`config.mk`:
```
export PLATFORM = sky130hd
export DESIGN_NAME = prescaler_tick_gen
export DESIGN_NICKNAME = d
export VERILOG_FILES = /design/src/rtl/ptg_pkg.sv /design/src/rtl/ptg_cfg_track.sv /design/src/rtl/ptg_presc_fsm.sv /design/src/rtl/ptg_chan_div.sv /design/src/rtl/prescaler_tick_gen.sv
export SDC_FILE = /design/constraint.sdc
export NUM_CORES = 1
export LEC_CHECK = 0
export BUFFER_PORTS_ARGS = -buffer_cell sky130_fd_sc_hd__buf_2
export CORE_MARGIN = 8
export CORE_UTILIZATION = 28
export DETAILED_ROUTE_END_ITERATION = 16
export PLACE_DENSITY = 0.55
export SETUP_SLACK_MARGIN = 0.05
export SLEW_MARGIN = 20
export SYNTH_ARGS = -nofsm -noshare
export SYNTH_HDL_FRONTEND = slang
export SYNTH_SLANG_ARGS = --single-unit
```
`constraint.sdc`:
```
create_clock -name clk -period 2.3 [get_ports clk]
set_input_delay 0.115 -clock clk [delete_from_list [all_inputs] [get_ports clk]]
set_output_delay 0.115 -clock clk [all_outputs]
set_load 0.01 [all_outputs]
```
`src/rtl/ptg_pkg.sv`:
```
package ptg_pkg;

    // prescaler sequencer states
    typedef enum logic [0:0] {
        PS_COUNT = 1'b0,
        PS_WRAP  = 1'b1
    } ps_state_e;

    // which prescaler group a channel belongs to
    function automatic int unsigned group_of(input int unsigned ch, input int unsigned split);
        return (ch < split) ? 0 : 1;
    endfunction

endpackage

```
`src/rtl/ptg_cfg_track.sv`:
```
module ptg_cfg_track
    import ptg_pkg::*;
#(
    parameter int unsigned NUM_CH  = 5,
    parameter int unsigned PRE_W   = 8,
    parameter int unsigned SEL_W   = 4,
    parameter int unsigned SPLIT   = 2,
    parameter int unsigned RST_PRE = 'h0101,
    parameter int unsigned RST_SEL = 0
) (
    input  logic                      clk,
    input  logic                      rst_n,
    input  logic [2*PRE_W-1:0]        pre_i,
    input  logic [NUM_CH*SEL_W-1:0]   sel_i,
    output logic [NUM_CH*SEL_W-1:0]   sel_q,
    output logic [1:0]                pre_restart_o,
    output logic [NUM_CH-1:0]         ch_restart_o
);
    localparam int unsigned PW = 2 * PRE_W;
    localparam int unsigned SW = NUM_CH * SEL_W;

    logic [PW-1:0] pre_q;

    always_ff @(posedge clk or negedge rst_n) begin
        if (!rst_n) begin
            pre_q <= PW'(RST_PRE);
            sel_q <= SW'(RST_SEL);
        end else begin
            pre_q <= pre_i;
            sel_q <= sel_i;
        end
    end

    for (genvar g = 0; g < 2; g++) begin : g_grp
        assign pre_restart_o[g] = (pre_i[g*PRE_W +: PRE_W] != pre_q[g*PRE_W +: PRE_W]);
    end

    for (genvar c = 0; c < NUM_CH; c++) begin : g_ch
        localparam int unsigned G = group_of(c, SPLIT);
        assign ch_restart_o[c] = pre_restart_o[G]
                               | (sel_i[c*SEL_W +: SEL_W] != sel_q[c*SEL_W +: SEL_W]);
    end

endmodule

```
`src/rtl/ptg_presc_fsm.sv`:
```
module ptg_presc_fsm
    import ptg_pkg::*;
#(
    parameter int unsigned PRE_W   = 8,
    parameter int unsigned RST_VAL = 1
) (
    input  logic             clk,
    input  logic             rst_n,
    input  logic             restart_i,
    input  logic [PRE_W-1:0] div_i,
    output logic             pulse_o
);
    ps_state_e        state_q, state_d;
    logic [PRE_W-1:0] rem_q, rem_d;

    // state register
    always_ff @(posedge clk or negedge rst_n) begin
        if (!rst_n) begin
            state_q <= PS_COUNT;
            rem_q   <= PRE_W'(RST_VAL);
        end else begin
            state_q <= state_d;
            rem_q   <= rem_d;
        end
    end

    // next state
    always_comb begin
        state_d = state_q;
        rem_d   = rem_q;
        if (restart_i) begin
            rem_d   = div_i;
            state_d = (div_i == '0) ? PS_WRAP : PS_COUNT;
        end else begin
            unique case (state_q)
                PS_COUNT: begin
                    if (rem_q <= PRE_W'(1)) begin
                        state_d = PS_WRAP;
                        rem_d   = '0;
                    end else begin
                        rem_d   = rem_q - PRE_W'(1);
                    end
                end
                PS_WRAP: begin
                    rem_d   = div_i;
                    state_d = (div_i == '0) ? PS_WRAP : PS_COUNT;
                end
                default: begin
                    state_d = PS_COUNT;
                end
            endcase
        end
    end

    // outputs
    always_comb begin
        pulse_o = (state_q == PS_WRAP);
    end

endmodule

```
`src/rtl/ptg_chan_div.sv`:
```
module ptg_chan_div #(
    parameter int unsigned SEL_W = 4
) (
    input  logic             clk,
    input  logic             rst_n,
    input  logic             restart_i,
    input  logic             pre_pulse_i,
    input  logic [SEL_W-1:0] sel_i,
    output logic             tick_o
);
    localparam int unsigned CNT_W = (1 << SEL_W) - 1;

    logic [CNT_W-1:0] cnt_q;
    logic [CNT_W-1:0] mask;

    always_ff @(posedge clk or negedge rst_n) begin
        if (!rst_n) begin
            cnt_q <= '0;
        end else if (restart_i) begin
            cnt_q <= '0;
        end else if (pre_pulse_i) begin
            cnt_q <= cnt_q + CNT_W'(1);
        end
    end

    always_comb begin
        mask   = (CNT_W'(1) << sel_i) - CNT_W'(1);
        tick_o = pre_pulse_i && ((cnt_q & mask) == mask);
    end

endmodule

```
`src/rtl/prescaler_tick_gen.sv`:
```
module prescaler_tick_gen
    import ptg_pkg::*;
#(
    parameter int unsigned NUM_CH  = 5,
    parameter int unsigned PRE_W   = 8,
    parameter int unsigned SEL_W   = 4,
    parameter int unsigned SPLIT   = 2,
    parameter int unsigned RST_PRE = 'h0101,
    parameter int unsigned RST_SEL = 0
) (
    input  logic                      clk,
    input  logic                      rst_n,
    input  logic [2*PRE_W-1:0]        cfg_prescale_i,
    input  logic [NUM_CH*SEL_W-1:0]   cfg_select_i,
    output logic [NUM_CH-1:0]         tick_o
);
    localparam int unsigned PRE_MASK = (1 << PRE_W) - 1;

    logic [NUM_CH*SEL_W-1:0] sel_q;
    logic [1:0]              pre_restart;
    logic [NUM_CH-1:0]       ch_restart;
    logic [1:0]              pre_pulse;

    ptg_cfg_track #(
        .NUM_CH  (NUM_CH),
        .PRE_W   (PRE_W),
        .SEL_W   (SEL_W),
        .SPLIT   (SPLIT),
        .RST_PRE (RST_PRE),
        .RST_SEL (RST_SEL)
    ) u_track (
        .clk           (clk),
        .rst_n         (rst_n),
        .pre_i         (cfg_prescale_i),
        .sel_i         (cfg_select_i),
        .sel_q         (sel_q),
        .pre_restart_o (pre_restart),
        .ch_restart_o  (ch_restart)
    );

    for (genvar g = 0; g < 2; g++) begin : g_pre
        ptg_presc_fsm #(
            .PRE_W   (PRE_W),
            .RST_VAL ((RST_PRE >> (g*PRE_W)) & PRE_MASK)
        ) u_pre (
            .clk       (clk),
            .rst_n     (rst_n),
            .restart_i (pre_restart[g]),
            .div_i     (cfg_prescale_i[g*PRE_W +: PRE_W]),
            .pulse_o   (pre_pulse[g])
        );
    end

    for (genvar c = 0; c < NUM_CH; c++) begin : g_ch
        localparam int unsigned G = group_of(c, SPLIT);
        ptg_chan_div #(
            .SEL_W (SEL_W)
        ) u_div (
            .clk         (clk),
            .rst_n       (rst_n),
            .restart_i   (ch_restart[c]),
            .pre_pulse_i (pre_pulse[G]),
            .sel_i       (sel_q[c*SEL_W +: SEL_W]),
            .tick_o      (tick_o[c])
        );
    end

endmodule

```
* Word level (Yosys, flattened, before mapping)
Cells that the tools add are included.
W data, S select, Z words.
** Word-level totals
- Output and inout bits :: 5
- Register bits after elaboration :: 129
- Logic and storage cells :: 90
- Input bits :: 38
** Operators by class
- Equal/unequal tests :: 12
- Magnitude comparators :: 2
- Shift operators :: 5
- Reductions and logical operators :: 12
- Mux-type cells :: 24
- Bitwise operators :: 12
- Add/sub/neg operators :: 12
** Operators with widths (number)
- $mux W15 :: 10
- $add A15 B1 Y15 const B :: 5
- $and A15 B15 Y15 :: 5
- $eq A15 B15 Y1 :: 5
- $shl A1 B4 Y15 const A :: 5
- $sub A15 B2 Y15 const B :: 5
- $mux W8 :: 4
- $pmux W8 S2 :: 2
- $ne A4 B4 Y1 :: 5
- $le A8 B1 Y1 const B :: 2
- $logic_not A8 Y1 :: 2
- $ne A8 B8 Y1 :: 2
- $sub A8 B1 Y8 const B :: 2
- $reduce_bool A2 Y1 :: 5
- $mux W1 :: 6
- $logic_and A1 B1 Y1 :: 5
- $or A1 B1 Y1 :: 5
- $pmux W1 S2 :: 2
- $not A1 Y1 :: 2

* Depth between registers and ports, before layout
Gate-level depths: netlist (run 1).
- Depth in word-level cells :: 5
- Gate-level depth with buffers :: 12
- Mapped depth without buffers :: 8

* Modules after synthesis
Synthesis (run 1) repeated with hierarchy kept, for this count alone.
** Unflattened totals
- Cell total of the unflattened synthesis :: 793
- Area total of the unflattened synthesis :: 7528.5 um^2
** By module, submodules not included
- ptg_chan_div :: sequential area each 375.4 um^2, instances 5, cells an instance 118, area each 1019.7 um^2
- ptg_cfg_track :: sequential area each 903.4 um^2, instances 1, cells an instance 88, area each 1320.0 um^2
- ptg_presc_fsm (g_pre[1].u_pre) :: sequential area each 226.5 um^2, instances 1, cells an instance 58, area each 555.5 um^2
- ptg_presc_fsm (g_pre[0].u_pre) :: sequential area each 226.5 um^2, instances 1, cells an instance 57, area each 554.3 um^2

* Worst setup path after synthesis (run 1)
Ideal clock, no wire load.
- Kind :: register to output
- Start :: register u_track.sel_q[3]
- End :: output tick_o[0]
- Stages on the path, launching flop included :: 13
- Slack :: -0.132 ns
- Buffers on the path :: 4
- Data required time :: 2.185 ns
- Data arrival time :: 2.317 ns
- Path through :: dfrtp_1 buf_2 buf_2 nor3_1 nand2_1 ha_1 buf_2 xnor2_1 a41oi_1 o41ai_1 nor4bb_1 nor4b_1 buf_4
** On the way
- Longest elaborated chain between the ends :: 5
** Ends and longest elaborated chain
- from (decl) :: RTL line ptg_cfg_track.sv:15 : output logic [NUM_CH*SEL_W-1:0] sel_q,
- from (signal assigned) :: RTL line ptg_cfg_track.sv:27 : sel_q <= SW'(RST_SEL);
- from (signal assigned) :: RTL line ptg_cfg_track.sv:30 : sel_q <= sel_i;
- $shl A1 B4 Y15 (*) :: RTL line ptg_chan_div.sv:27 : mask = (CNT_W'(1) << sel_i) - CNT_W'(1);
- $sub A15 B2 Y15 (*) :: RTL line ptg_chan_div.sv:27
- $and A15 B15 Y15 :: RTL line ptg_chan_div.sv:28 : tick_o = pre_pulse_i && ((cnt_q & mask) == mask);
- $eq A15 B15 Y1 (*) :: RTL line ptg_chan_div.sv:28
- $logic_and A1 B1 Y1 (*) :: RTL line ptg_chan_div.sv:28
- to (decl) :: RTL line prescaler_tick_gen.sv:15 : output logic [NUM_CH-1:0] tick_o
Mark *: on every way between the ends. The rest lies on a longest branch, timed or not.

* Worst setup path in the final report (run 1)
- Start :: register u_track.sel_q[1]
- End :: output tick_o[0]
The elaborated chain is that of the path after synthesis.

==> results.tsv, run 1 <==
stage	metric	value	unit
power	VDD IR-drop max	0.000357	V
critical_path	slowest stage cell, crit path	dfrtp_1	
outcome	failing checks	negative setup slack	
power	PD cells	604	mW/mm²
synth	register area share after synthesis	0.422	
global_routing	met3 GRT Util	0.0230	
critical_path	CP Launch Type	register	
sta	worst setup margin	-0.303	ns
layout	commonest non-fill, non-tap cells in the layout	123 x dfrtp_1, 108 x nor2_1, 69 x xor2_1, 60 x buf_4, 59 x nand2_1	
clock_network	clock buffer depth	2	
layout	area added between synthesis and finish	26.7	%
global_routing	GRT overflow	0	
sta	Worst Tran Pin Value	0.581	ns
synth	number of synthesized flops with an enable pin	0	
critical_path	crit path capture type	output pin	
clock_network	CTS root buf	clkbuf_16	
die	Die Ht	181	µm
power	P_leak	3.80	nW
critical_path	critical path cell sequence	nor3_4 -> nand2_2 -> ha_4 -> o21ai_2 -> a41oi_2 -> o41ai_2 -> nor4bb_1 -> nor4b_2 -> buf_2	
synth	Yosys cell types	65	
global_routing	GRT Overall Usage	0.112	
sta	crit path time final	2.60	ns
global_routing	met1 usage	0.149	
layout	commonest non-fill, non-tap cell in the layout	dfrtp_1	
critical_path	Worst Setup SP	u_track.sel_q[1]	
detailed_routing	First-pass DRT Iterations	4	
layout	area of the multi-input gates	0.00421	mm²
critical_path	r2r endpoint	g_ch[0].u_div.cnt_q[12]	
layout	filler instances	2681	
synth	Synth top area share	0.408	
sta	Final Hold Vio Count	0	
synth	Synthesized Nets	891	
detailed_routing	Vias	6345	
critical_path	kind of critical path	register to output pin	
die	core area	0.0269	mm²
global_routing	first-pass GRT wire length	31.0	mm
synth	share of flip-flops with an asynchronous set or reset	1.00	
global_routing	vias in the first global route	6320	
global_routing	GR Util met2	0.178	
sta	Slew Limit Headroom	0.612	
detailed_routing	WL final	18.1	mm
job	Max-cap violations	0	
detailed_routing	vias per cell	4.87	
detailed_routing	DRT antenna net count	0	
sta	final clock skew	0.0122	ns
synth	top post-synthesis cells by area	dfrtp_1 41%, xor2_1 7.9%, xnor2_1 5.7%, nor2_1 5.7%, nand2_1 3.0%	
synth	synthesis warning total	0	
die	initial core utilization	0.285	
detailed_routing	post-DR wirelength/cell	13.9	µm
sta	RSZ-0062 raised after global routing	yes	
place	PortBufs	42	
synth	dominant synthesized flop cell	dfrtp_1	
clock_network	number of H-tree levels	4	
sta	Min Hold Slack	0.148	ns
synth	leading area contributor after synthesis	dfrtp_1	
global_routing	gr busiest metal	met2	
place	HPWL Detailed	12.3	mm
clock_network	clk sinks	129	
die	io pins	43	
synth	#FFs+latches synth	129	
layout	layout net count	1000	
sta	fin crit share	1.13	
critical_path	crit path to	tick_o[0]	
min_path	Worst Hold Class	primary input to asynchronous set/reset pin	
critical_path	crit path max fanout	3	
synth	Syn Inst Count	839	
place	GP Congestion	0.849	
global_routing	initial antenna violation count	0	
sta	Final setup viols	5	
critical_path	RR Startpoint	u_track.sel_q[1]	
power	Final Total Pwr	5.87	mW
clock_network	Clk Latency, worst-skew pair	0.41	ns
critical_path	Worst Reg-to-Reg Cells	5	
clock_network	clk slew on worst S/H paths	0.06	ns
sta	fmax	0.384	GHz
critical_path	reg2reg setup slack	0.43	ns
layout	n_diodes	0	
layout	share of cells above drive strength 1	0.191	
detailed_routing	DRT iter0 DRCs	286	
synth	Mapped Area	0.00766	mm²
critical_path	Largest stage delay, worst path	0.40	ns
synth	syn avg cell area	9.13	µm²
layout	FF+latch area	0.00324	mm²
clock_network	Num CTS Buffers	17	
die	Die Area	0.0329	mm²
critical_path	CP required	2.18	ns
critical_path	Arr. time, crit path	2.49	ns
die	row count	60	
global_routing	pin count of the biggest net entering global routing	57	
sta	Final Max Tran Viols	0	
die	chip width	181	µm
outcome	status	complete, but fails checks	
detailed_routing	drc violations	0	
clock_network	CTS tree	built	
[report_power, final]
| group | leakage [nW] | internal [mW] | switching (mW) | total, mW |
|---|---|---|---|---|
| Clock | 0.300 | 1.90 | 1.01 | 2.92 |
| Sequential | 1.68 | 2.32 | 0.0413 | 2.36 |
| Combinational | 1.83 | 0.282 | 0.307 | 0.588 |
| Total | 3.80 | 4.51 | 1.36 | 5.87 |
[routing by layer]
layer / share of wire / vias to the layer above
met5: 0 / -
met2: 0.47 / 111
li1: - / 3164
met4: 0.011 / 0
met1: 0.49 / 3054
met3: 0.026 / 16
[cell families (layout without fill, tap and decap cells)]
family / Yosys count / after routing / share of synthesized area
mux: 14 / 14 / 0.0194
flops: 129 / 129 / 0.422
buf+inv: 83 / 205 / 0.0506
compound gates: 137 / 137 / 0.118
simple gates: 343 / 343 / 0.231
xor+xnor: 119 / 119 / 0.136
fa+ha+maj: 14 / 14 / 0.0229
[state kept, by name, indices dropped and copies added (netlist names)]
name / count
g_ch.u_div.cnt_q: 75
u_track.sel_q: 20
g_pre.u_pre.rem_q: 16
u_track.pre_q: 16
g_pre.u_pre.pulse_o: 2
[how the worst min path moves through the flow]
stage / to / slack [ns] / cells after the start
3_3_place_gp: u_track.sel_q[14] / 0.02 / 1
3_5_place_dp: u_track.sel_q[14] / 0.02 / 1
6_report: u_track.sel_q[14] / 0.15 / 2
5_1_grt: u_track.sel_q[14] / 0.17 / 2
2_1_floorplan: g_ch[0].u_div.cnt_q[0] / -0.18 / 0
4_1_cts: u_track.sel_q[14] / 0.14 / 2
[area by class of cell]
class	count	share of cell area
timing repair buffer	142	0.112
inverter	31	0.0120
sequential	129	0.333
multi-input combinational	627	0.434
clock inverter	9	0.0161
clock buffer	23	0.0492
tap	341	0.0439
[through the flow]
stage                     cells  TNS (ns)   util  setup WS [ns]  area [µm²]
final                      1302    -0.879  0.361         -0.303        9710
after global routing       1302     -1.67  0.361         -0.443        9710
after CTS                  1298    -0.919  0.358         -0.268        9620
after detailed placement   1217         0  0.313         0.0470        8420
after global placement     1217         0  0.313         0.0787        8420
after floorplan             839         0      -         0.0447        7700
[critical path, delay by kind of cell (launching register included)]
kind / cells / cell delay (ns)
AO/OA/AOI/OAI: 3 / 0.34
AND/OR/NAND/NOR: 4 / 0.89
adder cells (fa/ha/maj): 1 / 0.27
buffers and inverters: 1 / 0.18
flip-flops: 1 / 0.40
[cells in the mapped netlist (all sizes together), types with 5 or more instances]
library cell	count
nor2	117
and3	8
or3	5
nor3	17
nor4	18
xnor2	50
o211ai	5
nand2	62
nand4	28
nand3	26
nand3b	5
and4	11
clkbuf	14
dfrtp	125
mux2	7
xor2	69
mux2i	7
inv	31
o31ai	12
o22ai	6
nor4b	9
buf	38
nor3b	10
a22oi	5
ha	14
nor2b	6
o221ai	5
o21ai	31
a21oi	31
nand2b	11
[what timing repair did]
item / in CTS / in global routing
setup buffers: 12 / 4
gates resized for setup: 33 / 15
hold buffers: 37 / 0
setup endpoints to repair: 5 / 5
hold endpoints to repair: 160 / 0
pin swaps: 25 / 17
No activity file was read; power rests on OpenSTA's default activity.
==> inputs of run 2 (changes only) <==
Settings changed: ABC_AREA from default to 1.
==> results.tsv, run 2 <==
stage	metric	value	unit	change
synth	Syn Inst Count	1086		+29%
sta	crit path time final	2.39	ns	-0.215 ns
critical_path	crit path max fanout	6		+3
layout	area of the multi-input gates	0.00421	mm²	about the same
critical_path	slowest stage cell, crit path	dfrtp_2		
layout	commonest non-fill, non-tap cell in the layout	inv_1		
clock_network	clk slew on worst S/H paths	0.06	ns	about the same
sta	final clock skew	0.0109	ns	-0.00124 ns
outcome	failing checks	negative setup slack		
layout	share of cells above drive strength 1	0.200		+0.00886
critical_path	CP Launch Type	register		
job	Max-cap violations	0		unchanged
layout	commonest non-fill, non-tap cells in the layout	162 x inv_1, 160 x nand2_1, 124 x nor2_1, 112 x dfrtp_1, 87 x nand3_1		
synth	leading area contributor after synthesis	dfrtp_1		
synth	#FFs+latches synth	129		unchanged
place	Post-Place Worst Slack	0.190	ns	+0.143 ns
synth	Synth top area share	0.388		-0.0204
power	PD cells	559	mW/mm²	-7.6%
critical_path	Arr. time, crit path	2.27	ns	-0.22 ns
power	Final Total Pwr	5.75	mW	-2.1%
layout	top flop regs	g_ch.u_div.cnt_q (75), u_track.sel_q (20)		
synth	syn avg cell area	7.42	µm²	-19%
sta	Min Hold Slack	0.0440	ns	-0.104 ns
critical_path	critical path cell sequence	inv_2 -> buf_4 -> buf_4 -> buf_4 -> buf_4 -> o21ai_4 -> inv_2 -> o21ai_0 -> o21ai_0 -> nand3b_1 -> nand4_1 -> nor2_1 -> buf_2		
die	Die Area	0.0345	mm²	+4.8%
clock_network	CTS root buf	clkbuf_16		
sta	RSZ-0062 raised after global routing	yes		
die	core area	0.0285	mm²	+6.2%
global_routing	vias in the first global route	7428		+18%
detailed_routing	drc violations	0		unchanged
synth	Yosys cell types	53		-18%
global_routing	pin count of the biggest net entering global routing	125		+120%
global_routing	GRT Overall Usage	0.123		+0.0108
global_routing	GRT overflow	0		unchanged
detailed_routing	Vias	7481		+18%
sta	Final Hold Vio Count	0		unchanged
detailed_routing	DRT antenna net count	0		unchanged
synth	most common cell in the netlist	inv_1		
sta	Final Max Tran Viols	0		unchanged
synth	synthesis warning total	0		unchanged
sta	worst setup margin	-0.0886	ns	+0.215 ns
layout	FF+latch area	0.00325	mm²	+0.43%
synth	Mapped Area	0.00806	mm²	+5.3%
global_routing	first-pass GRT wire length	34.8	mm	+12%
critical_path	reg2reg setup slack	0.30	ns	-0.13 ns
die	row count	62		+3.3%
synth	number of synthesized flops with an enable pin	0		unchanged
min_path	Worst Hold Class	primary input to asynchronous set/reset pin		
clock_network	number of H-tree levels	4		unchanged
critical_path	Largest stage delay, worst path	0.43	ns	+0.03 ns
clock_network	clk sinks	129		unchanged
critical_path	Crit path top cell by count	buf_4		
sta	Setup TNS	-0.107	ns	+0.772 ns
place	PortBufs	42		unchanged
synth	dominant synthesized flop cell	dfrtp_1		
place	HPWL Detailed	14.3	mm	+16%
clock_network	Num CTS Buffers	17		unchanged
sta	Worst Tran Pin Value	0.705	ns	+0.124 ns
global_routing	initial antenna violation count	0		unchanged
synth	Synthesized Nets	1138		+28%
critical_path	critical path's top delay family	buffers and inverters		
power	VDD IR-drop max	0.000389	V	+8.7%
sta	Slew Limit Headroom	0.530		-0.0824
detailed_routing	WL final	20.3	mm	+12%
critical_path	CP required	2.18	ns	about the same
power	P_leak	4.45	nW	+17%
die	Die Ht	186	µm	+2.4%
synth	share of flip-flops with an asynchronous set or reset	1.00		unchanged
layout	Reg with most FFs	g_ch.u_div.cnt_q		
synth	top post-synthesis cells by area	dfrtp_1 39%, inv_1 7.9%, nand2_1 7.8%, nor2_1 6.3%, nand3_1 5.7%		
clock_network	CTS tree	built		
sta	fin crit share	1.04		-0.0933
place	GP Congestion	0.844		-0.55%
critical_path	crit path capture type	output pin		
critical_path	CP bufs+invs	7		+6
clock_network	Clk Latency, worst-skew pair	0.43	ns	+0.02 ns
die	initial core utilization	0.282		-0.00258
die	chip width	186	µm	+2.4%
layout	filler instances	3035		+13%
layout	max FFs per register	75		unchanged
synth	register area share after synthesis	0.401		-0.0211
layout	n_diodes	0		unchanged
clock_network	clock buffer depth	2		unchanged
outcome	status	complete, but fails checks		
detailed_routing	First-pass DRT Iterations	5		+1
detailed_routing	vias per cell	4.61		-5.4%
layout	layout net count	1277		+28%
sta	fmax	0.419	GHz	+9.0%
die	io pins	43		unchanged
detailed_routing	post-DR wirelength/cell	12.5	µm	-9.8%
critical_path	kind of critical path	register to output pin		
layout	post-layout util	0.360		-0.000947
synth	Commonest cells post-synth	170 x inv_1, 168 x nand2_1, 135 x nor2_1		
layout	area added between synthesis and finish	27.6	%	
detailed_routing	DRT iter0 DRCs	370		+29%
sta	Final setup viols	2		-3
==> run 2: through the flow <==
stage	cells	instance area [µm²]
4_1_cts	1607	10100
5_1_grt	1622	10300
3_3_place_gp	1506	8750
6_report	1622	10300
3_5_place_dp	1506	8750
2_1_floorplan	1086	8060
==> run 2: cells by family after synthesis <==
group                      share of synthesized area
AOI/OAI and AO/OA                              0.135
xor gates and xnor gates                      0.0478
adders and majority gates                     0.0217
buffers and inverters                          0.101
DFF                                            0.401
and+or+nand+nor                                0.294
==> run 2: power breakdown <==
group,internal (mW),total [mW],switching [mW]
combinational,0.287,0.649,0.361
sequential,2.32,2.37,0.0494
clock,1.66,2.72,1.06
==> run 2: layer usage <==
layer | wire length (µm) | up-vias | global-route usage
met5 | 0 | - | 0
met4 | 222 | 0 | 0.0432
met3 | 686 | 18 | 0.0238
met2 | 9870 | 131 | 0.210
met1 | 9540 | 3478 | 0.151
li1 | - | 3854 | -
==> run 2: final timing paths <==
| kind | from | cells after the start | to |
|---|---|---|---|
| setup / recovery | u_track.sel_q[5] | 13 | tick_o[1] |
| hold / removal | rst_n | 2 | u_track.pre_q[7] |
| setup reg to reg | u_track.sel_q[1] | 8 | g_ch[0].u_div.cnt_q[8] |
| hold reg to reg | g_ch[4].u_div.cnt_q[14] | 2 | g_ch[4].u_div.cnt_q[14] |
| max in group asynchronous | rst_n | 3 | u_track.sel_q[13] |
| min in group clk | cfg_select_i[19] | 2 | u_track.sel_q[19] |
==> run 2: area by class of cell <==
| class | count | share of cell area |
|---|---|---|
| Clock buffer | 21 | 0.0448 |
| Inverter | 181 | 0.0668 |
| Clock inverter | 11 | 0.0128 |
| Timing Repair Buffer | 140 | 0.104 |
| Tap cell | 384 | 0.0467 |
| Sequential cell | 129 | 0.316 |
| Multi-Input combinational cell | 756 | 0.409 |
==> run 2: timing repair <==
action | in CTS | in global routing
endpoints found under the hold margin | 174 | 0
buffers inserted | 32 | 15
endpoints found under the setup margin | 5 | 5
resized for setup | 50 | 25
hold buffers | 37 | 0
pin swaps | 21 | 19
==> run 2: worst register-to-register path, stage by stage, from the launching register on <==
cell	delay (ns)
dfrtp_2	0.45
buf_4	0.17
buf_4	0.14
xor2_1	0.16
nor3_2	0.35
nand2_2	0.21
inv_2	0.19
o41ai_1	0.10
a21oi_1	0.15
==> inputs of run 3 (changes only) <==
Settings changed: CORE_UTILIZATION 28 to 55, CTS_CLUSTER_DIAMETER from default to 40, PLACE_DENSITY 0.55 to 0.87.
==> results.tsv, run 3 (synthesis results as in run 2) <==
stage	metric	value	unit	change
outcome	status	complete, but fails checks		
outcome	failing checks	negative setup slack		
global_routing	GRT Overall Usage	0.218		+0.0952
layout	max FFs per register	75		unchanged
clock_network	Clk Latency, worst-skew pair	0.41	ns	-0.02 ns
critical_path	CP Launch Type	register		
detailed_routing	DRT antenna net count	0		unchanged
die	initial core utilization	0.559		+0.277
job	Max-cap violations	0		unchanged
sta	final clock skew	0.0103	ns	-0.000592 ns
detailed_routing	vias per cell	5.55		+20%
sta	Final Max Tran Viols	0		unchanged
power	P_leak	4.43	nW	-0.41%
global_routing	first-pass GRT wire length	33.6	mm	-3.6%
critical_path	Largest stage delay, worst path	0.44	ns	about the same
detailed_routing	drc violations	0		unchanged
power	VDD IR-drop max	0.000633	V	+63%
die	Die Area	0.0188	mm²	-46%
sta	Worst Tran Pin Value	0.622	ns	-0.0835 ns
layout	top flop regs	g_ch.u_div.cnt_q (75), u_track.sel_q (20)		
sta	fmax	0.423	GHz	+1.0%
detailed_routing	First-pass DRT Iterations	6		+1
power	PD cells	564	mW/mm²	+0.97%
sta	Slew Limit Headroom	0.586		+0.0556
detailed_routing	post-DR wirelength/cell	14.1	µm	+13%
layout	n_diodes	0		unchanged
critical_path	CP required	2.18	ns	about the same
min_path	Worst Hold Class	primary input to asynchronous set/reset pin		
critical_path	critical path cell sequence	nor2_4 -> nand2_2 -> ha_2 -> nor2_1 -> nor2_1 -> o2111ai_1 -> nor2_1 -> nand4_1 -> nor2_1 -> buf_2		
clock_network	clk slew on worst S/H paths	0.05	ns	about the same
power	Sw Pwr	1.35	mW	-8.2%
global_routing	GR Util met2	0.375		+0.164
critical_path	kind of critical path	register to output pin		
sta	RSZ-0062 raised after global routing	yes		
layout	commonest non-fill, non-tap cells in the layout	164 x inv_1, 162 x nand2_1, 125 x nor2_1, 108 x dfrtp_1, 89 x nand3_1		
layout	non-filler cells, final	1419		-13%
power	power share of the clock group	0.461		-0.013
sta	Final setup viols	2		unchanged
sta	Setup TNS	-0.0778	ns	+0.0289 ns
die	io pins	43		unchanged
global_routing	GRT overflow	0		unchanged
place	dpl cells	1299		-14%
critical_path	r2r endpoint	g_ch[4].u_div.cnt_q[9]		
place	Post-Place Worst Slack	0.209	ns	+0.0193 ns
sta	Final Hold Vio Count	0		unchanged
place	GP Congestion	0.962		+14%
power	combinational fraction of design power	0.115		+0.002
critical_path	reg2reg setup slack	0.42	ns	+0.12 ns
sta	worst setup margin	-0.0646	ns	+0.0239 ns
clock_network	clk sinks	129		unchanged
clock_network	CTS tree	built		
layout	commonest non-fill, non-tap cell in the layout	inv_1		
global_routing	gr busiest metal	met2		
place	PortBufs	42		unchanged
global_routing	pin count of the biggest net entering global routing	66		-47%
layout	share of cells above drive strength 1	0.193		-0.00761
detailed_routing	Vias	7872		+5.2%
detailed_routing	WL final	20.0	mm	-1.4%
power	Int Power	4.26	mW	-0.22%
die	chip width	137	µm	-26%
critical_path	Arr. time, crit path	2.25	ns	-0.02 ns
detailed_routing	DRT iter0 DRCs	619		+67%
power	register share of total power	0.423		+0.010
critical_path	crit path max fanout	4		-2
clock_network	Num CTS Buffers	17		unchanged
clock_network	CTS root buf	clkbuf_16		
place	HPWL Detailed	13.4	mm	-6.2%
global_routing	vias in the first global route	7635		+2.8%
critical_path	RR Startpoint	g_pre[1].u_pre.pulse_o		
global_routing	met3 GRT Util	0.0419		+0.0180
sta	Min Hold Slack	0.267	ns	+0.224 ns
die	core area	0.0144	mm²	-49%
sta	fin crit share	1.03		-0.0104
layout	post-layout util	0.690		+0.330
critical_path	Worst Reg-to-Reg Cells	10		+2
layout	layout net count	1274		-0.23%
clock_network	clock buffer depth	2		unchanged
critical_path	crit path capture type	output pin		
clock_network	number of H-tree levels	4		unchanged
layout	Reg with most FFs	g_ch.u_div.cnt_q		
global_routing	met1 usage	0.256		+0.105
global_routing	initial antenna violation count	0		unchanged
critical_path	Crit path top cell by count	nor2_1		
critical_path	slowest stage cell, crit path	dfrtp_2		
die	Die Ht	137	µm	-26%
die	row count	44		-29%
sta	crit path time final	2.36	ns	-0.0239 ns
layout	area added between synthesis and finish	23.5	%	
power	sw frac	0.241		-0.0156
## run 3: cell types whose count changed in the layout (fill, tap and decap cells not counted), sizes merged
cell | previous run | this run
buf | 103 | 100
bufinv | 2 | 1
clkbuf | 21 | 28
clkinv | 5 | 3
clkinvlp | 4 | 1
inv | 181 | 180
## run 3: area by class of cell
type / count / area (µm²)
multi-input combinational: 756 / 4170
timing repair buffer: 137 / 1040
fill: 1065 / 4470
sequential: 129 / 3250
clock inverter: 4 / 47.5
clock buffer: 28 / 527
tap: 184 / 230
inverter: 181 / 683
## run 3: what timing repair did
| action | CTS | global route |
|---|---|---|
| resized for setup | 51 | 13 |
| setup buffers | 42 | 9 |
| cloned | 0 | 0 |
| hold buffers | 37 | 0 |
| pin swaps | 18 | 11 |
| setup endpoints to repair | 5 | 5 |
| hold endpoints to repair | 101 | 0 |
## run 3: through the flow
| stage | cell area, µm² | total power [mW] |
|---|---|---|
| 6_report | 9950 | 5.61 |
| 5_1_grt | 9950 | 5.83 |
| 4_1_cts | 9830 | 5.62 |
| 3_5_place_dp | 8440 | 2.90 |
| 3_3_place_gp | 8440 | 2.88 |
| 2_1_floorplan | 8060 | 2.72 |
## run 3: routing by layer
| metal | part of all wire | routed length, µm | up-vias |
|---|---|---|---|
| li1 | - | - | 3841 |
| met1 | 0.42 | 8450 | 3697 |
| met2 | 0.50 | 10000 | 293 |
| met3 | 0.056 | 1130 | 41 |
| met4 | 0.023 | 455 | 0 |
| met5 | 0 | 0 | - |
## run 3: power groups by stage
stage | combinational, mW | sequential, mW | clock, mW
floorplan | 0.325 | 2.40 | 0
global placement | 0.466 | 2.42 | 0
detailed placement | 0.477 | 2.42 | 0
CTS | 0.613 | 2.37 | 2.63
global route | 0.716 | 2.38 | 2.73
finish | 0.648 | 2.38 | 2.59
## run 3: critical path: cells and delay by family (launching register included)
kind                     cells  cell delay (ns)
buffers and inverters        1             0.14
AND/OR/NAND/NOR              7             0.78
AO/OA/AOI/OAI                1             0.13
flip-flops                   1             0.44
adder cells (fa/ha/maj)      1             0.34
## run 3: worst max-delay path by stage
stage                                  from   endpoint  slack, ns  depth (start not counted)
after global placement     u_track.sel_q[9]  tick_o[2]       0.25                         10
after global routing      u_track.sel_q[16]  tick_o[4]      -0.16                         10
final                     u_track.sel_q[16]  tick_o[4]      -0.06                         10
after CTS                  u_track.sel_q[6]  tick_o[1]      -0.04                         12
after detailed placement   u_track.sel_q[9]  tick_o[2]       0.21                         13
after floorplan            u_track.sel_q[5]  tick_o[1]       0.43                         14
